--- src/rtl/chan_cmd_pkg.sv ---
package chan_cmd_pkg;

   typedef enum logic [3:0] {
      CMD_NONE        = 4'h0,
      CMD_PTR_RST     = 4'h1,
      CMD_RX_RST      = 4'h2,
      CMD_TX_RST      = 4'h3,
      CMD_ERR_CLR     = 4'h4,
      CMD_BRK_INT_CLR = 4'h5,
      CMD_BRK_START   = 4'h6,
      CMD_BRK_STOP    = 4'h7,
      CMD_RTS_ON      = 4'h8,
      CMD_RTS_OFF     = 4'h9,
      CMD_TMO_ON      = 4'hA,
      CMD_RSV_B       = 4'hB,
      CMD_TMO_OFF     = 4'hC,
      CMD_RSV_D       = 4'hD,
      CMD_PD_ENTER    = 4'hE,
      CMD_PD_EXIT     = 4'hF
   } misc_cmd_e;

   typedef struct packed {
      logic ptr_rst;
      logic rx_rst;
      logic tx_rst;
      logic err_clr;
      logic brk_int_clr;
      logic brk_start;
      logic brk_stop;
      logic rts_on;
      logic rts_off;
      logic tmo_on;
      logic tmo_off;
      logic pd_enter;
      logic pd_exit;
   } misc_act_t;

   typedef struct packed {
      logic tx_on;
      logic tx_off;
      logic rx_on;
      logic rx_off;
      logic illegal;
   } en_req_t;

endpackage

--- src/rtl/chan_cmd_misc_dec.sv ---
module chan_cmd_misc_dec
   import chan_cmd_pkg::*;
#(
   parameter bit PRIMARY = 1'b1
) (
   input  logic      valid_i,
   input  logic [3:0] code_i,
   output misc_act_t act_o
);

   logic pd_en_w;
   logic pd_ex_w;

   generate
      if (PRIMARY) begin : g_pd
         assign pd_en_w = valid_i && (code_i == CMD_PD_ENTER);
         assign pd_ex_w = valid_i && (code_i == CMD_PD_EXIT);
      end else begin : g_no_pd
         assign pd_en_w = 1'b0;
         assign pd_ex_w = 1'b0;
      end
   endgenerate

   always_comb begin
      act_o = '0;
      if (valid_i) begin
         case (misc_cmd_e'(code_i))
            CMD_PTR_RST:     act_o.ptr_rst     = 1'b1;
            CMD_RX_RST:      act_o.rx_rst      = 1'b1;
            CMD_TX_RST:      act_o.tx_rst      = 1'b1;
            CMD_ERR_CLR:     act_o.err_clr     = 1'b1;
            CMD_BRK_INT_CLR: act_o.brk_int_clr = 1'b1;
            CMD_BRK_START:   act_o.brk_start   = 1'b1;
            CMD_BRK_STOP:    act_o.brk_stop    = 1'b1;
            CMD_RTS_ON:      act_o.rts_on      = 1'b1;
            CMD_RTS_OFF:     act_o.rts_off     = 1'b1;
            CMD_TMO_ON:      act_o.tmo_on      = 1'b1;
            CMD_TMO_OFF:     act_o.tmo_off     = 1'b1;
            default:         ;
         endcase
      end
      act_o.pd_enter = pd_en_w;
      act_o.pd_exit  = pd_ex_w;
   end

endmodule

--- src/rtl/chan_cmd_en_arb.sv ---
module chan_cmd_en_arb
   import chan_cmd_pkg::*;
#(
   parameter int TX_ON_BIT  = 2,
   parameter int TX_OFF_BIT = 3,
   parameter int RX_ON_BIT  = 0,
   parameter int RX_OFF_BIT = 1
) (
   input  logic       valid_i,
   input  logic [3:0] bits_i,
   output en_req_t    req_o
);

   logic tx_on_raw, tx_off_raw, rx_on_raw, rx_off_raw;

   assign tx_on_raw  = valid_i && bits_i[TX_ON_BIT];
   assign tx_off_raw = valid_i && bits_i[TX_OFF_BIT];
   assign rx_on_raw  = valid_i && bits_i[RX_ON_BIT];
   assign rx_off_raw = valid_i && bits_i[RX_OFF_BIT];

   // disable wins over enable within one write
   assign req_o.tx_off  = tx_off_raw;
   assign req_o.tx_on   = tx_on_raw && !tx_off_raw;
   assign req_o.rx_off  = rx_off_raw;
   assign req_o.rx_on   = rx_on_raw && !rx_off_raw;
   assign req_o.illegal = (tx_on_raw && tx_off_raw) || (rx_on_raw && rx_off_raw);

endmodule

--- src/rtl/chan_cmd_ctrl_regs.sv ---
module chan_cmd_ctrl_regs
   import chan_cmd_pkg::*;
#(
   parameter int STAT_W    = 8,
   parameter int ERR_LSB   = 4,
   parameter int ERR_W     = 4,
   parameter bit RTS_RST_N = 1'b1
) (
   input  logic              clk_i,
   input  logic              rst_ni,
   input  misc_act_t         act_i,
   input  en_req_t           req_i,
   input  logic              wakeup_i,
   output logic              ptr_rst_o,
   output logic              rx_rst_o,
   output logic              tx_rst_o,
   output logic              err_clr_o,
   output logic [STAT_W-1:0] stat_clr_o,
   output logic              brk_int_clr_o,
   output logic              brk_start_o,
   output logic              brk_stop_o,
   output logic              tmo_set_o,
   output logic              tmo_clr_o,
   output logic              tmo_mode_o,
   output logic              pd_enter_o,
   output logic              pd_exit_o,
   output logic              pd_o,
   output logic              rts_n_o,
   output logic              tx_en_o,
   output logic              rx_en_o,
   output logic              rx_hunt_o,
   output logic              illegal_o
);

   localparam logic [STAT_W-1:0] ERR_MASK = STAT_W'(((1 << ERR_W) - 1) << ERR_LSB);

   logic tx_d, rx_d, pd_d, tmo_d, rts_d, hunt_d;

   always_comb begin
      tx_d = tx_en_o;
      if (act_i.tx_rst || req_i.tx_off) tx_d = 1'b0;
      else if (req_i.tx_on)             tx_d = 1'b1;

      rx_d = rx_en_o;
      if (act_i.rx_rst || req_i.rx_off) rx_d = 1'b0;
      else if (req_i.rx_on)             rx_d = 1'b1;

      hunt_d = req_i.rx_on && !act_i.rx_rst && !wakeup_i;

      pd_d = pd_o;
      if (act_i.pd_enter)     pd_d = 1'b1;
      else if (act_i.pd_exit) pd_d = 1'b0;

      tmo_d = tmo_mode_o;
      if (act_i.tmo_on)       tmo_d = 1'b1;
      else if (act_i.tmo_off) tmo_d = 1'b0;

      rts_d = rts_n_o;
      if (act_i.rts_on)       rts_d = 1'b0;
      else if (act_i.rts_off) rts_d = 1'b1;
   end

   always_ff @(posedge clk_i or negedge rst_ni) begin
      if (!rst_ni) begin
         ptr_rst_o     <= 1'b0;
         rx_rst_o      <= 1'b0;
         tx_rst_o      <= 1'b0;
         err_clr_o     <= 1'b0;
         stat_clr_o    <= '0;
         brk_int_clr_o <= 1'b0;
         brk_start_o   <= 1'b0;
         brk_stop_o    <= 1'b0;
         tmo_set_o     <= 1'b0;
         tmo_clr_o     <= 1'b0;
         pd_enter_o    <= 1'b0;
         pd_exit_o     <= 1'b0;
         rx_hunt_o     <= 1'b0;
         illegal_o     <= 1'b0;
         tmo_mode_o    <= 1'b0;
         pd_o          <= 1'b0;
         rts_n_o       <= RTS_RST_N;
         tx_en_o       <= 1'b0;
         rx_en_o       <= 1'b0;
      end else begin
         ptr_rst_o     <= act_i.ptr_rst;
         rx_rst_o      <= act_i.rx_rst;
         tx_rst_o      <= act_i.tx_rst;
         err_clr_o     <= act_i.err_clr;
         stat_clr_o    <= act_i.err_clr ? ERR_MASK : '0;
         brk_int_clr_o <= act_i.brk_int_clr;
         brk_start_o   <= act_i.brk_start;
         brk_stop_o    <= act_i.brk_stop;
         tmo_set_o     <= act_i.tmo_on;
         tmo_clr_o     <= act_i.tmo_off;
         pd_enter_o    <= act_i.pd_enter;
         pd_exit_o     <= act_i.pd_exit;
         rx_hunt_o     <= hunt_d;
         illegal_o     <= req_i.illegal;
         tmo_mode_o    <= tmo_d;
         pd_o          <= pd_d;
         rts_n_o       <= rts_d;
         tx_en_o       <= tx_d;
         rx_en_o       <= rx_d;
      end
   end

endmodule

--- src/rtl/chan_cmd_decoder.sv ---
module chan_cmd_decoder
   import chan_cmd_pkg::*;
#(
   parameter int CMD_W     = 8,
   parameter int STAT_W    = 8,
   parameter int ERR_LSB   = 4,
   parameter int ERR_W     = 4,
   parameter bit PRIMARY   = 1'b1,
   parameter bit RTS_RST_N = 1'b1
) (
   input  logic              clk_i,
   input  logic              rst_ni,
   input  logic              wr_i,
   input  logic [CMD_W-1:0]  wdata_i,
   input  logic              wakeup_i,
   output logic              ptr_rst_o,
   output logic              rx_rst_o,
   output logic              tx_rst_o,
   output logic              err_clr_o,
   output logic [STAT_W-1:0] stat_clr_o,
   output logic              brk_int_clr_o,
   output logic              brk_start_o,
   output logic              brk_stop_o,
   output logic              tmo_set_o,
   output logic              tmo_clr_o,
   output logic              tmo_mode_o,
   output logic              pd_enter_o,
   output logic              pd_exit_o,
   output logic              pd_o,
   output logic              rts_n_o,
   output logic              tx_en_o,
   output logic              rx_en_o,
   output logic              rx_hunt_o,
   output logic              illegal_o
);

   localparam int NIB_W = CMD_W / 2;

   generate
      if (CMD_W != 8) begin : g_bad_cmd_w
         $error("chan_cmd_decoder: CMD_W must be 8");
      end
      if (ERR_LSB + ERR_W > STAT_W) begin : g_bad_err_field
         $error("chan_cmd_decoder: error field exceeds status width");
      end
   endgenerate

   logic [NIB_W-1:0] code_w;
   logic [NIB_W-1:0] bits_w;
   logic             misc_valid;
   logic             en_valid;
   misc_act_t        act_w;
   en_req_t          req_w;

   assign code_w = wdata_i[CMD_W-1:NIB_W];
   assign bits_w = wdata_i[NIB_W-1:0];

   // power-down lets only the exit code through
   assign misc_valid = wr_i && (!pd_o || (code_w == CMD_PD_EXIT));
   assign en_valid   = wr_i && !pd_o;

   chan_cmd_misc_dec #(.PRIMARY(PRIMARY)) u_misc (
      .valid_i (misc_valid),
      .code_i  (code_w),
      .act_o   (act_w)
   );

   chan_cmd_en_arb u_arb (
      .valid_i (en_valid),
      .bits_i  (bits_w),
      .req_o   (req_w)
   );

   chan_cmd_ctrl_regs #(
      .STAT_W    (STAT_W),
      .ERR_LSB   (ERR_LSB),
      .ERR_W     (ERR_W),
      .RTS_RST_N (RTS_RST_N)
   ) u_regs (
      .clk_i         (clk_i),
      .rst_ni        (rst_ni),
      .act_i         (act_w),
      .req_i         (req_w),
      .wakeup_i      (wakeup_i),
      .ptr_rst_o     (ptr_rst_o),
      .rx_rst_o      (rx_rst_o),
      .tx_rst_o      (tx_rst_o),
      .err_clr_o     (err_clr_o),
      .stat_clr_o    (stat_clr_o),
      .brk_int_clr_o (brk_int_clr_o),
      .brk_start_o   (brk_start_o),
      .brk_stop_o    (brk_stop_o),
      .tmo_set_o     (tmo_set_o),
      .tmo_clr_o     (tmo_clr_o),
      .tmo_mode_o    (tmo_mode_o),
      .pd_enter_o    (pd_enter_o),
      .pd_exit_o     (pd_exit_o),
      .pd_o          (pd_o),
      .rts_n_o       (rts_n_o),
      .tx_en_o       (tx_en_o),
      .rx_en_o       (rx_en_o),
      .rx_hunt_o     (rx_hunt_o),
      .illegal_o     (illegal_o)
   );

endmodule

--- config.mk ---
export PLATFORM = sky130hd
export DESIGN_NAME = chan_cmd_decoder
export DESIGN_NICKNAME = d
export VERILOG_FILES = /design/src/rtl/chan_cmd_pkg.sv /design/src/rtl/chan_cmd_misc_dec.sv /design/src/rtl/chan_cmd_en_arb.sv /design/src/rtl/chan_cmd_ctrl_regs.sv /design/src/rtl/chan_cmd_decoder.sv
export SDC_FILE = /design/constraint.sdc
export NUM_CORES = 1
export LEC_CHECK = 0
export BUFFER_PORTS_ARGS = -buffer_cell sky130_fd_sc_hd__buf_2
export CAP_MARGIN = 0
export CORE_MARGIN = 4
export CORE_UTILIZATION = 40
export DETAILED_ROUTE_END_ITERATION = 16
export PLACE_DENSITY = 0.71
export REMOVE_ABC_BUFFERS = 1
export SETUP_SLACK_MARGIN = 0.1
export SLEW_MARGIN = 20
export SYNTH_ARGS = -nofsm -noshare
export SYNTH_HDL_FRONTEND = slang
export SYNTH_SLANG_ARGS = --single-unit
--- constraint.sdc ---
create_clock -name clk_i -period 1.55 [get_ports clk_i]
set_clock_uncertainty 0.1 [all_clocks]
set_input_delay 0.0775 -clock clk_i [delete_from_list [all_inputs] [get_ports clk_i]]
set_output_delay 0.0775 -clock clk_i [all_outputs]
set_load 0.005 [all_outputs]
==> results.ini, run 1 <==
[clock_network]
cts_sinks = 18
cts_buffers = 3
cts_buffer_depth = 2
post_cts_buffers = 0
htree_num_levels = 1
cts_tree = yes
clkLatencyLatePin_ns = 0.28
path_clk_slew_ns = 0.10
cts_root_buffer = clkbuf_4

[placed_design]
hpwl_um = 1133
place_area_um2 = 909.6
port_buffers = 33
gp_congestion = 0.7977

[setup_path]
cp_common_cell = dlygate4sd3_1
crit_required_ns = 1.64
r2r_end = u_regs.rts_n_o$_DFFE_PN1P_
crit_start = wdata_i[1]
cp_max_fo = 3
crit_path_cell_trace = dlygate4sd3_1, buf_2, a22oi_1, dlygate4sd3_1, nor2_1
worst-r2r-cell-count = 3
critical_path_class = in -> reg
end_kind = flop
crit_buf_inv = 3
cp_slowest_cell = dlygate4sd3_1
worstSetupPathDepth = 5
cpPeakStageDelay_ns = 0.57
cp_data_arrival_time_ns = 1.51
start_kind = input port
worstReg2RegStart = u_regs.pd_o$_DFFE_PN0P_
cp_top_family = buffers and inverters
r2r_slack_ns = 0.24

[timing]
hold_viol_final = 0
rsz0062_at_grt = no
finalCritPeriodShare_pct = 92.04
clock.fmax_mhz = 701.0
maxSlewViolCount = 0
setup_tns_ns = 0
worst_hold_slack_ns = 0.007881
finalCriticalPeriod_ns = 1.427
finalSetupViolations = 0

[synthesis]
synth_enable_flop_cells = 0
synth_area_um2 = 780.7
async_flop_share_pct = 100.0
ys_ff_latch = 18
yosysUniqueCellTypes = 26
seq_area_frac_synth_pct = 57.85
synthCells = 65
syn_area_per_cell_um2 = 12.01
synth_warnings = 0
synth_flop_cell = dfrtp_1

[pwr]
p_leak_nw = 0.5403
finalPower_mw = 1.005
irDropWorstVdd_mv = 0.5407
power_density_mw_per_mm2 = 951.3

[status]
outcome = complete, no violations

[grt]
antenna_found_initial = 0
grt_util_all_layers_pct = 12.08
overflow = 0
grt_pass1_wl_um = 2359
grt_max_degree = 19
grt_pass1_vias = 500

[drt]
dr_wl_met3_um = 136
route.detailed.drc = 0
vias = 604
met1_length_um = 684
dr.pass1.iters = 4
final_antenna_net_count = 0
drt_iter0_drc = 4
routed_wl_um = 1558
wl_met2_um = 715
top_layer_used = met4
drt-wirelength-per-cell_um = 11.89
avgViaCountPerCell = 4.611

[layout]
nets = 119
mostFrequentLayoutCells = buf_2 (33), dfrtp_1 (17), dlygate4sd3_1 (11)
final_util_pct = 59.23
antenna_cells = 0
final_layout_size_suffix_gt1_share_pct = 43.40
final_cell_area_mm2 = 0.001056
fill_cells = 142
area.growth.synth_to_final_pct = 35.26
layout_commonest_cell = buf_2

[floorplan]
die_w_um = 52.18
die-height_um = 52.18
rows = 15
core_mm2 = 0.001783
start_util_pct = 43.79
pin_count = 38
die_area_mm2 = 0.002723

[hold_path]
whs_path_depth = 2
whs_endpoint = u_regs.rx_rst_o$_DFF_PN0_
min_from = wdata_i[6]
hold_class = in -> reg

[flow_run]
drv_cap = 0

-- layer usage --
metal | global-route usage (%) | vias up
met5 | 0 | -
met4 | 6.383 | 0
met3 | 1.994 | 2
met2 | 19.25 | 27
met1 | 15.64 | 278
li1 | - | 297
-- cell families (layout without fill, tap and decap cells) --
| kind of cell | Yosys count | in the layout | share of synthesized area [%] |
|---|---|---|---|
| and+or+nand+nor | 26 | 26 | 23.08 |
| DFF | 18 | 18 | 57.85 |
| buffers and inverters | 11 | 49 | 10.58 |
| AOI/OAI and AO/OA | 8 | 8 | 6.571 |
| other | 1 | 4 | 0.4803 |
| muxes | 1 | 1 | 1.442 |
-- layout make-up --
type                    instances  area (µm²)  area share (%)
flip-flops and latches         18       451.7           42.77
repair buffers                 44       275.3           26.07
multi-input cells              39       257.7           24.41
clock buffers                   4       36.28           3.436
well taps                      25       31.28           2.962
inverters                       1       3.754          0.3555
-- cells in the mapped netlist, types with 2 or more instances --
master     n  area share, %
a211oi_1   2            1.9
dfrtp_1   17             54
o21ai_0    2            1.3
buf_4      9            8.7
nor4_1     3            2.4
nand2_1    3            1.4
nor3_1     3            1.9
a21oi_1    2            1.3
nand3b_1   2            1.9
nor2_1     6            2.9
-- registers in the layout, indices dropped and copies added, names as in the netlist --
name,count
u_regs.brk_int_clr_o,1
u_regs.brk_start_o,1
u_regs.brk_stop_o,1
u_regs.illegal_o,1
u_regs.pd_enter_o,1
u_regs.pd_exit_o,1
u_regs.pd_o,1
u_regs.ptr_rst_o,1
u_regs.rts_n_o,1
u_regs.rx_en_o,1
u_regs.rx_hunt_o,1
u_regs.rx_rst_o,1
u_regs.stat_clr_o,1
u_regs.tmo_clr_o,1
u_regs.tmo_mode_o,1
u_regs.tmo_set_o,1
u_regs.tx_en_o,1
u_regs.tx_rst_o,1
-- timing repair --
item / in CTS / in global routing
resized for setup: 0 / 0
hold buffers: 11 / 0
endpoints found under the hold margin: 26 / 0
-- where the power goes --
part	internal, mW	switching [mW]
clock	0.143	0.135
combinational	0.0977	0.0936
sequential	0.514	0.0208
-- worst max-delay path by stage --
stage	end	slack, ns
2_1_floorplan	u_regs.rts_n_o$_DFFE_PN1P_	0.30
3_3_place_gp	u_regs.rts_n_o$_DFFE_PN1P_	0.29
3_5_place_dp	u_regs.rts_n_o$_DFFE_PN1P_	0.25
4_1_cts	u_regs.illegal_o$_DFF_PN0_	0.13
5_1_grt	u_regs.illegal_o$_DFF_PN0_	0.11
6_report	u_regs.illegal_o$_DFF_PN0_	0.12
-- stage by stage --
stage | worst slack, ns | cells
detailed placement | 0.2524 | 116
CTS | 0.1331 | 131
floorplan | 0.2985 | 58
global placement | 0.2902 | 116
finish | 0.1234 | 131
global route | 0.1087 | 131
-- worst register-to-register path, stage by stage, from the launching register on --
cell and delay (ns):
dfrtp_1 0.43, nand3b_1 0.20, nor3_1 0.16, mux2_2 0.35
Power figures use the tool's default switching activity.
==> inputs of run 2 (changes only) <==
--- a/config.mk
+++ b/config.mk
@@ -10,6 +10,7 @@
 export CORE_MARGIN = 4
 export CORE_UTILIZATION = 40
 export DETAILED_ROUTE_END_ITERATION = 16
+export MAX_ROUTING_LAYER = met4
 export PLACE_DENSITY = 0.71
 export REMOVE_ABC_BUFFERS = 1
 export SETUP_SLACK_MARGIN = 0.1
==> run 2 against run 1 <==
  * Register-to-register slack is essentially flat
  * Worst setup slack about the same
  * Routed wire length is essentially flat
  * Clock power barely moved
  * Critical path depth unchanged
  * Hold slack hardly changed
  * Clock-buffer cell count unchanged
  * Power hardly changed
  * Sequential share of layout area is the same
  * Global-route usage rose by 0.25 points
==> results.ini, run 2 (synthesis gave the netlist of run 1 again) <==
[status]
outcome = complete, no violations

[layout]
mostFrequentLayoutCells = buf_2 (33), dfrtp_1 (17), dlygate4sd3_1 (11)
layout_commonest_cell = buf_2
antenna_cells = 0  ; unchanged
area.growth.synth_to_final_pct = 35.26  ; unchanged
nets = 119  ; unchanged
final_layout_size_suffix_gt1_share_pct = 43.40  ; unchanged
finalNonFillerCells = 131  ; unchanged
fill_cells = 142  ; unchanged

[grt]
grt_max_degree = 19  ; unchanged
grt_util_all_layers_pct = 12.33  ; +0.25 points
overflow = 0  ; unchanged
grt_pass1_wl_um = 2346  ; -0.55%
grt_pass1_vias = 500  ; unchanged
antenna_found_initial = 0  ; unchanged

[timing]
finalSetupViolations = 0  ; unchanged
clock.fmax_mhz = 700.9  ; about the same
hold_viol_final = 0  ; unchanged
rsz0062_at_grt = no
worst_hold_slack_ns = 0.007851  ; -0.00002981 ns
setup_tns_ns = 0  ; unchanged
finalCritPeriodShare_pct = 92.04  ; about the same
maxSlewViolCount = 0  ; unchanged
finalCriticalPeriod_ns = 1.427  ; +0.00003600 ns
worst_slack_ns = 0.1233  ; -0.00003600 ns

[setup_path]
start_kind = input port
critical_path_class = in -> reg
end_kind = flop
cp_data_arrival_time_ns = 1.51  ; about the same
crit_required_ns = 1.64  ; about the same
cp_max_fo = 3  ; unchanged

[drt]
met1_length_um = 686  ; +0.29%
final_antenna_net_count = 0  ; unchanged
route.detailed.drc = 0  ; unchanged
drt_iter0_drc = 4  ; unchanged
dr.pass1.iters = 4  ; unchanged
vias = 604  ; unchanged
routed_wl_um = 1557  ; about the same
avgViaCountPerCell = 4.611  ; unchanged
drt-wirelength-per-cell_um = 11.89  ; about the same
top_layer_used = met4
wl_met2_um = 714  ; -0.14%
dr_wl_met3_um = 136  ; unchanged

[placed_design]
gp_congestion = 0.8091  ; +1.4%
pre_cts_slack_ns = 0.2524  ; unchanged
dp.cells = 116  ; unchanged
hpwl_um = 1133  ; unchanged
port_buffers = 33  ; unchanged

[pwr]
power_density_mw_per_mm2 = 951.8  ; about the same
p_leak_nw = 0.5403  ; unchanged
finalPower_mw = 1.005  ; about the same
irDropWorstVdd_mv = 0.5407  ; about the same

[floorplan]
die_w_um = 52.18  ; unchanged
pin_count = 38  ; unchanged
core_mm2 = 0.001783  ; unchanged
start_util_pct = 43.79  ; unchanged
die_area_mm2 = 0.002723  ; unchanged
die-height_um = 52.18  ; unchanged
rows = 15  ; unchanged

[clock_network]
htree_num_levels = 1  ; unchanged
path_clk_slew_ns = 0.10  ; about the same
cts_buffers = 3  ; unchanged
cts_root_buffer = clkbuf_4
clkLatencyLatePin_ns = 0.28  ; about the same
cts_tree = yes
cts_buffer_depth = 2  ; unchanged
cts_sinks = 18  ; unchanged

[hold_path]
hold_class = in -> reg

[flow_run]
drv_cap = 0  ; unchanged

-- run 2: routing by layer --
metal / up-vias / GRT usage (%)
met3: 2 / 1.994
met1: 277 / 15.45
met4: 0 / 6.383
met5: - / -
met2: 27 / 19.25
li1: 298 / -
-- run 2: area by class of cell --
class	instances	area (µm²)	share of cell area, %
Clock buffer	4	36.28	3.436
Inverter	1	3.754	0.3555
Multi-Input combinational cell	39	257.7	24.41
Sequential cell	18	451.7	42.77
Tap cell	25	31.28	2.962
Timing Repair Buffer	44	275.3	26.07
-- run 2: report_power, final --
part           leakage (nW)  internal, mW  switching, mW
Combinational         0.285        0.0977         0.0936
Clock                0.0210         0.143          0.136
Sequential            0.235         0.514         0.0208
Total                 0.540         0.755          0.250
-- run 2: what timing repair did --
action / CTS / global route
hold endpoints to repair: 26 / 0
hold buffers: 11 / 0
buffers inserted: 0 / 0
resized for setup: 0 / 0
-- run 2: critical path, stage by stage --
cell	delay, ns
dlygate4sd3_1	0.53
buf_2	0.13
a22oi_1	0.16
dlygate4sd3_1	0.57
nor2_1	0.04
-- run 2: final timing paths --
kind | from | depth (start not counted) | to | slack (ns)
worst max-delay path | wdata_i[1] | 5 | u_regs.illegal_o$_DFF_PN0_ | 0.12
worst min-delay path | wdata_i[6] | 2 | u_regs.rx_rst_o$_DFF_PN0_ | 0.008
worst max register to register | u_regs.pd_o$_DFFE_PN0P_ | 3 | u_regs.rts_n_o$_DFFE_PN1P_ | 0.24
worst min register to register | u_regs.tmo_mode_o$_DFFE_PN0P_ | 2 | u_regs.tmo_mode_o$_DFFE_PN0P_ | 0.46
max in group asynchronous | rst_ni | 2 | u_regs.rts_n_o$_DFFE_PN1P_ | 0.91
min in group asynchronous | rst_ni | 2 | u_regs.tx_rst_o$_DFF_PN0_ | 0.13
-- run 2: stage by stage --
| step | instance area [µm²] | util [%] |
|---|---|---|
| finish | 1056 | 59.23 |
| global route | 1056 | 59.23 |
| CTS | 1056 | 59.23 |
| detailed placement | 909.6 | 51.02 |
| global placement | 909.6 | 51.02 |
| floorplan | 713.2 | - |
